File: src/rtl/acd_pkg.sv
package acd_pkg;

  // Default counter width: 256 input cycles per frame
  localparam int unsigned ACD_CNT_W = 8;

  // Bundle of outputs captured in the shared retiming stage
  typedef struct packed {
    logic mclk;
    logic bclk;
    logic wsel;
    logic sdat;
  } acd_lane_t;

  localparam int unsigned ACD_LANE_W = $bits(acd_lane_t);

endpackage

File: src/rtl/acd_counter.sv
module acd_counter #(
  parameter int unsigned CNT_W = 8
) (
  input  logic             clk_i,
  input  logic             rst_i,
  output logic [CNT_W-1:0] cnt_o
);

  logic [CNT_W-1:0] cnt_q;

  // Free-running synchronous binary count; wraps naturally
  always_ff @(posedge clk_i) begin
    if (rst_i) begin
      cnt_q <= '0;
    end else begin
      cnt_q <= cnt_q + 1'b1;
    end
  end

  assign cnt_o = cnt_q;

endmodule

File: src/rtl/acd_retime.sv
module acd_retime #(
  parameter int unsigned W = 4
) (
  input  logic         clk_i,
  input  logic         rst_i,
  input  logic [W-1:0] d_i,
  output logic [W-1:0] q_o
);

  logic [W-1:0] q_r;

  // One flop per lane, all on the same master edge
  for (genvar g = 0; g < W; g++) begin : g_lane
    always_ff @(posedge clk_i) begin
      if (rst_i) begin
        q_r[g] <= 1'b0;
      end else begin
        q_r[g] <= d_i[g];
      end
    end
  end

  assign q_o = q_r;

endmodule

File: src/rtl/audio_clkgen.sv
module audio_clkgen #(
  parameter int unsigned CNT_W    = acd_pkg::ACD_CNT_W,
  parameter int unsigned MCLK_TAP = 0,
  parameter int unsigned BCLK_TAP = 1,
  parameter int unsigned WSEL_TAP = CNT_W - 1
) (
  input  logic clk_i,
  input  logic rst_i,
  input  logic sdata_i,
  output logic mclk_o,
  output logic bclk_o,
  output logic wsel_o,
  output logic sdata_o
);
  import acd_pkg::*;

  logic [CNT_W-1:0]      cnt;
  acd_lane_t             lane_d;
  acd_lane_t             lane_q;
  logic [ACD_LANE_W-1:0] lane_bits;

  acd_counter #(.CNT_W(CNT_W)) u_cnt (
    .clk_i (clk_i),
    .rst_i (rst_i),
    .cnt_o (cnt)
  );

  // Taps from the single counter plus the converter data
  always_comb begin
    lane_d.mclk = cnt[MCLK_TAP];
    lane_d.bclk = cnt[BCLK_TAP];
    lane_d.wsel = cnt[WSEL_TAP];
    lane_d.sdat = sdata_i;
  end

  acd_retime #(.W(ACD_LANE_W)) u_rt (
    .clk_i (clk_i),
    .rst_i (rst_i),
    .d_i   (lane_d),
    .q_o   (lane_bits)
  );

  assign lane_q  = acd_lane_t'(lane_bits);
  assign mclk_o  = lane_q.mclk;
  assign bclk_o  = lane_q.bclk;
  assign wsel_o  = lane_q.wsel;
  assign sdata_o = lane_q.sdat;

endmodule

File: config.mk
export PLATFORM = sky130hd
export DESIGN_NAME = audio_clkgen
export DESIGN_NICKNAME = d
export VERILOG_FILES = /design/src/rtl/acd_pkg.sv /design/src/rtl/acd_counter.sv /design/src/rtl/acd_retime.sv /design/src/rtl/audio_clkgen.sv
export SDC_FILE = /design/constraint.sdc
export NUM_CORES = 1
export LEC_CHECK = 0
export ABC_AREA = 1
export BUFFER_PORTS_ARGS = -buffer_cell sky130_fd_sc_hd__buf_2
export CAP_MARGIN = 20
export CORE_AREA = 8 8 45 47
export CTS_CLUSTER_SIZE = 28
export DETAILED_ROUTE_END_ITERATION = 6
export DIE_AREA = 0 0 53 55
export SLEW_MARGIN = 40
export SYNTH_ARGS = -nofsm -noshare
export SYNTH_HDL_FRONTEND = slang
export SYNTH_SLANG_ARGS = --single-unit
File: constraint.sdc
create_clock -name clk_i -period 2.5 [get_ports clk_i]
set_input_delay 0.375 -clock clk_i [delete_from_list [all_inputs] [get_ports clk_i]]
set_output_delay 0.375 -clock clk_i [all_outputs]
set_load 0.02 [all_outputs]
==> impl_metrics.ini <==
[finish]
drive_above_1_share_pct = 23.9
final_area_um2 = 539
fillCellCount = 151
final_cell_mix = 12 x nor2_1, 12 x dfxtp_1, 10 x nand2_1, 7 x inv_1, 6 x buf_2
fin_cells = 83
final_nets = 72
ff_latch_area_um2 = 240
syn_to_final_growth_pct = 17.8
utilization_pct = 39.0
multi_input_area_um2 = 183
num_antenna_cells = 0

[timing]
slew_violations = 0
relSlewSlack_pct = 87.3
hold_viol_final = 0
finalCritPeriodShare_pct = 44.2
fmax_mhz = 906
setup_violations = 0
tightest_slew_ps = 191
fin_ws_ps = 1400
rsz0062_at_grt = false
fin_hold_ws_ps = 304
post-route-min-period_ps = 1100
fin_worst_skew_ps = 1.72
finalSetupTns_ps = 0

[flow_run]
maxCapViolCount = 0

[synth]
syn_area_per_cell_um2 = 7.90
synth_compound_area_share_pct = 5.19
synthSimpleGateAreaFrac_pct = 32.0
synth_fp_nets = 62
synth.distinct_cells = 16
synth.area.mux_share_pct = 0
yosysWarnings = 0
synth-seq-cells = 12
syn_inst = 58
synth_seq_area_share_pct = 52.5
synthAdderAreaFrac_pct = 2.73
syn-cell-area_um2 = 458
synth_xor_area_share_pct = 0
synth_top_family_by_area = simple AND/OR/NAND/NOR gates

[clock_network]
clk_pin_slew_ps = 80
htreeDepth = 1
cts_setup_buffers = 0
cts_max_path_buffers = 2
clk_latency_ps = 270
cts_sinks = 12
holdBufCountCts = 0
cts_buffers = 3
cts-root-buf = clkbuf_4
cts_tree = built
ctsResizeCount = 0

[floorplan]
core-area_um2 = 1380
die_h_um = 55
start_util_pct = 33.1
row_count = 14
fp.dieW_um = 53
io_pins = 7
die-area_um2 = 2920

[setup_path]
slowest_stage = dfxtp_1
path_cells = buf_2
worstPathMaxFanout = 1
cp.buffers_inverters = 1
slowest_delay_ps = 310
crit_arrival_ps = 730
critical_path.top_delay_family = flip-flops
critical_path_class = reg -> out
reg2reg_from = u_cnt.cnt_o[1]$_SDFF_PP0_
critical_path_required_ps = 2120
endpoint_kind = primary output
startpoint = u_rt.q_o[0]$_SDFF_PP0_
startpoint_type = flip-flop

[drt]
firstDrtPassIters = 3
drt.antenna.violating_nets = 0
drcViolationCount = 0
wl_per_cell_um = 8.84
wl_um = 734
drt-initial-drc-count = 2
vias = 352
vias_per_cell = 4.24

[global_routing]
grt_pass1_wl_um = 1140
gr-usage-met1_pct = 5.38
grt_pass1_vias = 305
grt_max_degree = 11
grt-ovfl-total = 0
grt_usage_pct = 5.65
use_met2_pct = 8.20
busiest_layer = met2
antenna_found_initial = 0
grtUsageMet3_pct = 2.94

[placement]
io_buffers = 6
dp_slack_ps = 1460
placed_area_um2 = 503
dpl.cell_count = 79
gpl.final_weighted_congestion = 0.749
post-dp-hpwl_um = 560

[power_and_ir_drop]
total_power_mw = 0.378
p_leak_nw = 0.222
power_density_nw_per_um2 = 701
ir_worst_vdd_v = 0.000218

[worst_hold_path]
min_path_type = in -> reg
holdCritStartpoint = sdata_i

[run_status]
outcome = complete, no violations
[synth_stat cells]
master	instances	share of area, %
dfxtp_1	12	52
nor2_2	3	4.1
clkinv_1	1	0.82
ha_1	1	2.7
nor3_1	1	1.1
nand3b_1	1	1.6
nand2_1	10	8.2
nand3_1	3	3.3
inv_1	7	5.7
nand2_2	1	1.4
a21oi_1	2	2.2
o21ai_0	1	1.1
buf_2	1	1.1
nor2_4	1	2.5
nor2_1	12	9.8
a21oi_2	1	1.9
[registers in the layout (all words and copies together) (netlist names)]
name	count
u_cnt.cnt_o	8
u_rt.q_o	4
[power by group]
| group | total (mW) | internal, mW | switching, mW | leakage, nW |
|---|---|---|---|---|
| logic | 0.0214 | 0.00785 | 0.0135 | 0.103 |
| clock network | 0.154 | 0.0885 | 0.0660 | 0.0210 |
| registers | 0.202 | 0.198 | 0.00452 | 0.0979 |
[cell type report]
type / instances / area share (%)
clock buffers: 4 / 6.73
inverters: 8 / 5.57
multi-input cells: 37 / 33.9
flip-flops and latches: 12 / 44.5
well taps: 16 / 3.71
repair buffers: 6 / 5.57
[worst paths after layout]
check / end / slack, ps / cells past startpoint
setup / recovery: sdata_o / 1400 / 1
hold / removal: u_rt.q_o[0]$_SDFF_PP0_ / 300 / 3
setup reg to reg: u_cnt.cnt_o[6]$_SDFF_PP0_ / 1460 / 6
hold reg to reg: u_rt.q_o[1]$_SDFF_PP0_ / 440 / 2
[layer usage]
| metal | up-vias | routed length [µm] |
|---|---|---|
| li1 | 193 | - |
| met1 | 148 | 346 |
| met2 | 9 | 288 |
| met3 | 2 | 88 |
| met4 | 0 | 10 |
| met5 | - | 0 |
[logic make-up (layout without fill, tap and decap cells)]
family	after synthesis	in the layout
adders and majority gates	1	1
and+or+nand+nor	32	32
buffers and inverters	9	18
AOI/OAI and AO/OA	4	4
DFF	12	12
Power figures use the tool's default switching activity.
